$ cat src/rtl/icm_pkg.sv
`timescale 1ns/1ps
package icm_pkg;

  // Word index inside the bank; the order is the address map.
  typedef enum logic [2:0] {
    SEL_CTRL   = 3'd0,
    SEL_CAUSE  = 3'd1,
    SEL_MASKED = 3'd2,
    SEL_SET    = 3'd3,
    SEL_MASK   = 3'd4,
    SEL_MSET   = 3'd5,
    SEL_MCLR   = 3'd6,
    SEL_NONE   = 3'd7
  } icm_sel_e;

  typedef struct packed {
    logic wr_ctrl;
    logic wr_clr;
    logic wr_set;
    logic wr_mask;
    logic wr_mset;
    logic wr_mclr;
    logic rd_cause;
    logic rd_masked;
  } icm_strb_t;

  localparam int unsigned NUM_WORDS = 7;

endpackage

$ cat src/rtl/icm_rst_sync.sv
`timescale 1ns/1ps
module icm_rst_sync #(
  parameter int unsigned STAGES = 2
) (
  input  logic clk_i,
  input  logic rst_n_i,
  output logic rst_n_o
);

  logic [STAGES-1:0] sync_q;
  logic [STAGES-1:0] sync_d;

  always_comb begin
    sync_d = {sync_q[STAGES-2:0], 1'b1};
  end

  always_ff @(posedge clk_i or negedge rst_n_i) begin
    if (!rst_n_i) begin
      sync_q <= '0;
    end else begin
      sync_q <= sync_d;
    end
  end

  assign rst_n_o = sync_q[STAGES-1];

endmodule

$ cat src/rtl/icm_decode.sv
`timescale 1ns/1ps
module icm_decode
  import icm_pkg::*;
#(
  parameter int unsigned ADDR_W = 5
) (
  input  logic              en_i,
  input  logic              we_i,
  input  logic [ADDR_W-1:0] addr_i,
  output icm_sel_e          sel_o,
  output icm_strb_t         strb_o
);

  localparam int unsigned IDX_W = ADDR_W - 2;

  logic [IDX_W-1:0] idx;
  logic             hit;
  logic             wr;
  logic             rd;

  always_comb begin
    idx   = addr_i[ADDR_W-1:2];
    hit   = (addr_i[1:0] == 2'b00) && (idx < IDX_W'(NUM_WORDS));
    sel_o = hit ? icm_sel_e'(idx[2:0]) : SEL_NONE;
    wr    = en_i & we_i;
    rd    = en_i & ~we_i;

    strb_o           = '0;
    strb_o.wr_ctrl   = wr && (sel_o == SEL_CTRL);
    strb_o.wr_clr    = wr && ((sel_o == SEL_CAUSE) || (sel_o == SEL_MASKED));
    strb_o.wr_set    = wr && (sel_o == SEL_SET);
    strb_o.wr_mask   = wr && (sel_o == SEL_MASK);
    strb_o.wr_mset   = wr && (sel_o == SEL_MSET);
    strb_o.wr_mclr   = wr && (sel_o == SEL_MCLR);
    strb_o.rd_cause  = rd && (sel_o == SEL_CAUSE);
    strb_o.rd_masked = rd && (sel_o == SEL_MASKED);
  end

endmodule

$ cat src/rtl/icm_cause_bit.sv
`timescale 1ns/1ps
module icm_cause_bit (
  input  logic clk_i,
  input  logic rst_n_i,
  input  logic evt_i,
  input  logic wd_i,
  input  logic ctrl_we_i,
  input  logic clr_we_i,
  input  logic set_we_i,
  input  logic rd_cause_i,
  input  logic rd_masked_i,
  input  logic mask_i,
  output logic cause_o,
  output logic ctrl_o
);

  logic ctrl_q;
  logic cause_q;
  logic cause_d;
  logic cause_en;
  logic set_req;
  logic w1c_req;
  logic cor_req;

  always_comb begin
    set_req  = evt_i | (set_we_i & wd_i);
    w1c_req  = clr_we_i & wd_i & ~ctrl_q;
    cor_req  = ctrl_q & cause_q & (rd_cause_i | (rd_masked_i & ~mask_i));
    cause_en = set_req | w1c_req | cor_req;
    // a set in the same cycle as a clear must not be lost
    cause_d  = set_req;
  end

  always_ff @(posedge clk_i or negedge rst_n_i) begin
    if (!rst_n_i) begin
      ctrl_q <= 1'b0;
    end else if (ctrl_we_i) begin
      ctrl_q <= wd_i;
    end
  end

  always_ff @(posedge clk_i or negedge rst_n_i) begin
    if (!rst_n_i) begin
      cause_q <= 1'b0;
    end else if (cause_en) begin
      cause_q <= cause_d;
    end
  end

  assign cause_o = cause_q;
  assign ctrl_o  = ctrl_q;

endmodule

$ cat src/rtl/icm_mask_reg.sv
`timescale 1ns/1ps
module icm_mask_reg #(
  parameter int unsigned WIDTH = 32
) (
  input  logic             clk_i,
  input  logic             rst_n_i,
  input  logic             load_i,
  input  logic             set_i,
  input  logic             clr_i,
  input  logic [WIDTH-1:0] wd_i,
  output logic [WIDTH-1:0] mask_o
);

  logic [WIDTH-1:0] mask_q;
  logic [WIDTH-1:0] mask_d;
  logic             mask_en;

  always_comb begin
    mask_en = load_i | set_i | clr_i;
    mask_d  = mask_q;
    if (load_i) begin
      mask_d = wd_i;
    end else if (set_i) begin
      mask_d = mask_q | wd_i;
    end else if (clr_i) begin
      mask_d = mask_q & ~wd_i;
    end
  end

  always_ff @(posedge clk_i or negedge rst_n_i) begin
    if (!rst_n_i) begin
      mask_q <= '1;
    end else if (mask_en) begin
      mask_q <= mask_d;
    end
  end

  assign mask_o = mask_q;

endmodule

$ cat src/rtl/icm_bank.sv
`timescale 1ns/1ps
module icm_bank
  import icm_pkg::*;
#(
  parameter int unsigned WIDTH  = 32,
  parameter int unsigned ADDR_W = 5
) (
  input  logic              clk_i,
  input  logic              rst_n_i,
  input  logic [WIDTH-1:0]  hw_evt_i,
  input  logic              reg_en_i,
  input  logic              reg_we_i,
  input  logic [ADDR_W-1:0] reg_addr_i,
  input  logic [WIDTH-1:0]  reg_wdata_i,
  output logic [WIDTH-1:0]  reg_rdata_o,
  output logic              irq_o
);

  logic             rst_n_q;
  icm_sel_e         sel;
  icm_strb_t        strb;
  logic [WIDTH-1:0] cause_q;
  logic [WIDTH-1:0] ctrl_q;
  logic [WIDTH-1:0] mask_q;
  logic [WIDTH-1:0] masked;
  logic             irq_q;
  logic             irq_d;

  icm_rst_sync #(.STAGES(2)) u_rst_sync (
    .clk_i   (clk_i),
    .rst_n_i (rst_n_i),
    .rst_n_o (rst_n_q)
  );

  icm_decode #(.ADDR_W(ADDR_W)) u_decode (
    .en_i   (reg_en_i),
    .we_i   (reg_we_i),
    .addr_i (reg_addr_i),
    .sel_o  (sel),
    .strb_o (strb)
  );

  icm_mask_reg #(.WIDTH(WIDTH)) u_mask (
    .clk_i   (clk_i),
    .rst_n_i (rst_n_q),
    .load_i  (strb.wr_mask),
    .set_i   (strb.wr_mset),
    .clr_i   (strb.wr_mclr),
    .wd_i    (reg_wdata_i),
    .mask_o  (mask_q)
  );

  for (genvar b = 0; b < WIDTH; b++) begin : g_src
    icm_cause_bit u_bit (
      .clk_i       (clk_i),
      .rst_n_i     (rst_n_q),
      .evt_i       (hw_evt_i[b]),
      .wd_i        (reg_wdata_i[b]),
      .ctrl_we_i   (strb.wr_ctrl),
      .clr_we_i    (strb.wr_clr),
      .set_we_i    (strb.wr_set),
      .rd_cause_i  (strb.rd_cause),
      .rd_masked_i (strb.rd_masked),
      .mask_i      (mask_q[b]),
      .cause_o     (cause_q[b]),
      .ctrl_o      (ctrl_q[b])
    );
  end

  always_comb begin
    masked = cause_q & ~mask_q;
    irq_d  = |masked;
  end

  always_comb begin
    reg_rdata_o = '0;
    if (reg_en_i && !reg_we_i) begin
      unique case (sel)
        SEL_CTRL:   reg_rdata_o = ctrl_q;
        SEL_CAUSE:  reg_rdata_o = cause_q;
        SEL_MASKED: reg_rdata_o = masked;
        SEL_MASK,
        SEL_MSET,
        SEL_MCLR:   reg_rdata_o = mask_q;
        default:    reg_rdata_o = '0;
      endcase
    end
  end

  always_ff @(posedge clk_i or negedge rst_n_q) begin
    if (!rst_n_q) begin
      irq_q <= 1'b0;
    end else begin
      irq_q <= irq_d;
    end
  end

  assign irq_o = irq_q;

endmodule

$ cat config.mk
export PLATFORM = sky130hd
export DESIGN_NAME = icm_bank
export DESIGN_NICKNAME = d
export VERILOG_FILES = /design/src/rtl/icm_pkg.sv /design/src/rtl/icm_rst_sync.sv /design/src/rtl/icm_decode.sv /design/src/rtl/icm_cause_bit.sv /design/src/rtl/icm_mask_reg.sv /design/src/rtl/icm_bank.sv
export SDC_FILE = /design/constraint.sdc
export NUM_CORES = 1
export LEC_CHECK = 0
export ABC_AREA = 1
export ABC_CLOCK_PERIOD_IN_PS = 3600
export BUFFER_PORTS_ARGS = -buffer_cell sky130_fd_sc_hd__buf_2
export CAP_MARGIN = 10
export CORE_MARGIN = 5
export CORE_UTILIZATION = 58
export CTS_CLUSTER_SIZE = 12
export DETAILED_ROUTE_END_ITERATION = 12
export GPL_TIMING_DRIVEN = 0
export PLACE_DENSITY = 0.9
export SLEW_MARGIN = 20
export SYNTH_ARGS = -nofsm -noshare
export SYNTH_HDL_FRONTEND = slang
export SYNTH_SLANG_ARGS = --single-unit
$ cat constraint.sdc
create_clock -name clk_i -period 3.6 [get_ports clk_i]
set_input_delay 0.18 -clock clk_i [delete_from_list [all_inputs] [get_ports clk_i]]
set_output_delay 0.18 -clock clk_i [all_outputs]
set_load 0.1 [all_outputs]
* Yosys cells after proc, flatten, opt, wreduce, memory -nomap -nowiden
Cells that the tools add are included.
** Storage, ports and cells
- Register bits :: 99
- Bits of input ports :: 73
- Output and inout bits :: 33
- Logic and storage cells :: 492
** Operators by class
- Order comparisons :: 1
- Eq/ne operators :: 6
- Muxes and demuxes :: 6
- Bitwise logic cells :: 394
- Reductions and logical operators :: 18
** Operators by type and width (count)
- AND 1 bit :: 194
- OR 1 bit :: 130
- 2-to-1 mux 32 bit :: 4
- case mux 32 bit (4 select lines) :: 1
- inverter 1 bit :: 65
- AND 32 bit :: 2
- inverter 32 bit :: 2
- OR 32 bit :: 1
- OR reduction 32 bit :: 1
- logical AND 1 bit :: 10
- == test 3 bit, second input constant :: 3
- == test 3 x 2 -> 1 bit, second input constant :: 2
- == test 3 x 1 -> 1 bit, second input constant :: 1
- zero test 3 bit :: 1
- less-than comparator 3 bit, second input constant :: 1
- 2-to-1 mux 3 bit :: 1
- nonzero test 3 bit :: 1
- OR reduction 3 bit :: 1
- zero test 2 bit :: 1
- AND reduction 2 bit :: 1
- zero test 1 bit :: 1
- logical OR 1 bit :: 1

* Longest topological paths before layout
- Word-level depth :: 10
- Mapped depth :: 10
- Mapped depth without buffers :: 9

* By module
From an unflattened synthesis, not the netlist that was laid out.
** Unflattened totals
- Cell total of the unflattened synthesis :: 1063
- Area total of the unflattened synthesis :: 6867.8 µm²
** Modules (own cells, without submodules)
- icm_cause_bit :: instances 32, cells each 15, area each 107.6 µm², sequential area each 50.0 µm²
- icm_mask_reg :: instances 1, cells each 205, area each 1612.8 µm², sequential area each 840.8 µm²
- icm_bank :: instances 1, cells each 349, area each 1610.3 µm², sequential area each 25.0 µm²
- icm_decode :: instances 1, cells each 26, area each 147.6 µm², sequential area each 0.0 µm²
- icm_rst_sync :: instances 1, cells each 3, area each 53.8 µm², sequential area each 50.0 µm²

* Least setup slack after synthesis
Ideal clock, no wire load.
- Path type :: in2out
- Start :: in reg_addr_i[1]
- End :: out reg_rdata_o[0]
- Arrival time :: 2.284 ns
- Required time :: 3.420 ns
- Slack :: 1.136 ns
- Stages on the path :: 8
- Path buffers :: 1
- Path through :: nor2_4 -> nand2_2 -> nor2_4 -> nand2_2 -> clkbuf_1 -> o21ai_0 -> nor2_1 -> nor2_1
** Between the ends
- Cells in the longest elaborated chain, start to end :: 7
- Elaborated cells on any way between the ends :: 12
- Those cells by class :: eq/ne: 5; mux: 3; reduce/logical: 4
** Ends and longest elaborated chain
- from (decl) :: RTL line icm_bank.sv:13 : input logic [ADDR_W-1:0] reg_addr_i,
- zero test 2 bit (*) :: RTL line icm_decode.sv:23 : hit = (addr_i[1:0] == 2'b00) && (idx < IDX_W'(NUM_WORDS));
- logical AND 1 bit (*) :: RTL line icm_decode.sv:23
- 2-to-1 mux 3 bit (*) :: RTL line icm_decode.sv:24 : sel_o = hit ? icm_sel_e'(idx[2:0]) : SEL_NONE;
- == test 3 bit :: RTL line icm_bank.sv:78 : unique case (sel)
- OR reduction 3 bit :: RTL line icm_bank.sv:78
- case mux 32 bit (4 select lines) (*) :: RTL line icm_bank.sv:78
- 2-to-1 mux 32 bit (*) :: RTL line icm_bank.sv:77 : if (reg_en_i && !reg_we_i) begin
- to (decl) :: RTL line icm_bank.sv:15 : output logic [WIDTH-1:0] reg_rdata_o,
Mark *: on every way between the ends. The rest lies on a longest branch, timed or not.

* Worst setup path after layout
- Start :: in reg_addr_i[1]
- End :: out reg_rdata_o[31]
Same word-level chain as after synthesis.

==> impl.org <==
** Clock tree
- The H-tree was split into 3 levels.
- Clock tree synthesis inserted a total of 9 buffers.
- After clock tree synthesis, the flow added hold-fix buffers numbering 1.
- Gates resized, CTS repair :: 0
- The clock passes through at most 2 buffers.
- Root Driver :: clkbuf_16
- Counting every sink on the clock net gives 99.
- Post-CTS Setup Repair Bufs :: 0
- Clock transition at path regs :: 0.07 ns
- TritonCTS clock tree :: built
- For the worst-skew pair, the clock arrives at the later sink with an insertion delay of 0.37 ns.

** Final layout
- The library cell used most frequently in the layout, excluding fill and tap cells, is nand2_1.
- Top library cells by usage in the layout, fill and taps aside :: nand2_1, inv_1, buf_2
- Summing all non-filler instances in the final layout gives an area of ~0.0076 mm^2.
- The repair_antennas step left the layout with diodes totalling 0.
- At the end of the flow the core is filled with cells to 0.693.
- After filler insertion, the fill cell instance count of the layout stands at a little under 1000.
- Of the cells placed in the final design, the portion with a size suffix greater than 1 is 0.158.
- For this run, the post-layout net count is about 1200.
- Layout Area Growth over Synthesis :: 15.8%

** Timing
- Achievable frequency :: 431 MHz
- Worst Setup Slack, final :: approximately 1.3 ns
- Setup violations remaining at the end of the flow were counted as 0.
- TNS Setup :: 0 ns
- In the finished design, the share of the clock period the worst path needs comes to 0.645.
- RSZ-0062 raised after global routing :: false
- Final Hold Fails :: 0
- Worst-case headroom to the max-slew limit :: 0.578
- Clock period minus final worst setup slack :: 2.32 ns
- The count of pins over their slew limit came to 0.
- For the final database, setup skew stands at 0.00457 ns.
- At the pin with the least slew margin, the transition time is 0.633 ns.

** Logic synthesis
- Sequential element share of the synthesized area :: 0.385
- The synthesized design contains 99 register bits.
- When the netlist entered floorplanning its net count stood at 1108.
- Primary flip-flop cell chosen by synthesis mapping :: dfrtp_1
- Count of unique library cells instantiated by Yosys :: 25
- Top-area cell type share of the netlist area :: 0.256
- The synthesized design spends more area on one cell type than any other, namely dfrtp_1.
- Netlist area before placement :: 0.00654 mm^2
- The synthesized design contains 0 enable-type register cells.
- A synthesized cell averages 6.32 um^2.
- Ranking of synthesized cells by area :: dfrtp_1, nand2_1, dfstp_2, inv_1, nor2_1
- Count of synthesis-stage warnings from yosys :: 0
- After synthesis, the share of flip-flops with an asynchronous set or reset is 1.00.
- After technology mapping, the gate count stands at 1035.

** Drt
- Detailed router's first-iteration violation count :: 729
- The first detailed-routing pass ran for 6 iterations.
- Routed vias :: roughly 7000
- Total wire length after detailed routing :: 19300 um
- In the routed design, unresolved DRC markers number 0.
- Number of vias per cell after detailed routing :: between 5 and 6
- In the final routed layout, each cell accounts on average for 14.8 um.
- In this run the remaining antenna-violating nets after routing total 0.

** Placed design
- Routability congestion estimate from global placement :: roughly 0.95
- Total placed instance area :: 0.00727 mm^2
- During placement, the flow inserted port buffers numbering 105.
- Timing analysis after detailed placement gives a worst setup slack of around 1.4 ns.
- Once detailed placement completed, the half-perimeter wirelength came to 13400 um.

** Floorplanning
- Die width :: 116 um
- Top-Level Pins :: 106
- Number of placement rows :: 38
- The initial utilization of the core area, before any placement, comes to 0.598.
- The die covers 0.0135 mm^2.
- The die is around 120 um tall.
- The total area inside the core boundary comes to 0.0109 mm^2.

** Worst setup path
- The worst setup path is captured at a primary output.
- In this run the critical register-to-register path is captured at irq_o.
- Along the worst path, the maximum fanout reaches 10.
- Data on the critical path is required at its endpoint by ~3.4 ns.
- Arrival @ worst endpoint :: 2.14 ns
- Depth of the worst register-to-register path :: 7
- The setup path with the least slack is of type in2out.
- Minimum setup slack among reg-to-reg paths :: around 2.2 ns
- The worst setup path is launched from an input port.

** Pwr
- Of the total power, the share spent switching nets is 0.322.
- Comb power frac :: 0.194
- For this design the static power due to leakage is 4.12 nW.
- Cell internal power was estimated by the tool at 2.03 mW.
- Summing internal, switching and leakage power gives 3.00 mW.
- The analysis attributes to net switching a power of 966 uW.
- Of the total power, registers draw 0.472.
- Dividing total power by cell area gives a power density of between 300 and 400 mW/mm^2.
- Worst ir drop on vdd :: 0.438 mV
- Relative contribution of the clock network to total power :: 0.333

** GRT
- The number of antenna violations at the first check in global routing was 0.
- The number of global-route vias before repair is 6580.
- The total overflow left after global routing is 0.
- Pin count of the biggest net entering global routing :: 57
- The first global-routing pass estimated 31000 um of wire.
- Combined global-route utilization of all metal layers :: 0.293

** Hold path
- Worst Hold Class :: in2reg
- The worst hold path passes through 3 cells.
- Start point of the worst hold path :: reg_wdata_i[8]

** Run
- The tool flagged a number of max-cap violations equal to 0.

** Outcome
- Result of the run :: finished, final reports clean
synth_stat cells, types with 3 or more instances:
library cell,instances
dfstp_2,32
o22ai_1,31
o21bai_1,32
o21ai_1,22
o21ai_0,73
clkbuf_1,28
nand4_1,5
buf_4,6
buf_2,12
nor2_1,106
inv_1,168
nand2_1,364
dfrtp_1,67
nor2_4,3
nand3_1,69
how the worst max path moves through the flow:
stage	start	end	slack (ns)	cells after the start
finish	reg_addr_i[1]	reg_rdata_o[31]	1.28	10
global route	reg_addr_i[1]	reg_rdata_o[31]	1.14	10
detailed placement	reg_addr_i[1]	reg_rdata_o[31]	1.35	10
floorplan	u_rst_sync.sync_q[1]	g_src[0].u_bit.cause_o	0.69	0
CTS	reg_addr_i[1]	reg_rdata_o[31]	1.35	10
global placement	u_rst_sync.sync_q[1]	g_src[21].u_bit.ctrl_o	-0.54	0
worst max-delay path: stages:
cell,delay (ns)
buf_2,0.12
nor2_4,0.18
nand2_2,0.13
nor2_4,0.22
nand2_2,0.13
clkbuf_1,0.27
o21ai_0,0.23
nor2_1,0.06
nor2_1,0.16
buf_2,0.46
metal layers:
| metal | vias up | global-route usage | part of all wire |
|---|---|---|---|
| li1 | 3425 | - | - |
| met1 | 3190 | 0.379 | 0.41 |
| met2 | 342 | 0.471 | 0.46 |
| met3 | 54 | 0.0762 | 0.10 |
| met4 | 0 | 0.121 | 0.031 |
| met5 | - | 0 | 0 |
through the flow:
stage          instances  hold slack, ns
2_1_floorplan       1035          -0.116
3_3_place_gp        1280         -0.0339
3_5_place_dp        1281         -0.0328
4_1_cts             1298          0.0289
5_1_grt             1298          0.0314
6_report            1298          0.0366
area by class of cell:
class | instances | area (um^2) | share of cell area
Buffer | 48 | 218 | 0.0287
Clock buffer | 11 | 233 | 0.0307
Clock inverter | 5 | 60.1 | 0.00793
Inverter | 170 | 638 | 0.0842
Multi-Input combinational cell | 718 | 3170 | 0.418
Sequential cell | 99 | 2520 | 0.333
Tap cell | 140 | 175 | 0.0231
Timing Repair Buffer | 107 | 563 | 0.0743
power groups by stage:
stage	Clock, mW	Combinational (mW)	Sequential (mW)
after floorplan	0	0.403	1.41
after global placement	0	0.543	1.44
after detailed placement	0	0.571	1.43
after CTS	1.01	0.576	1.41
after global routing	1.05	0.657	1.44
final	1.00	0.583	1.42
cells by family (layout without fill, tap and decap cells):
kind of cell | after synthesis | in the layout | synth area share
and+or+nand+nor | 557 | 557 | 0.343
buffers and inverters | 218 | 341 | 0.131
AOI/OAI and AO/OA | 160 | 160 | 0.141
DFF | 99 | 99 | 0.385
other | 1 | 1 | 0.000573
No activity file was read; power rests on OpenSTA's default activity.
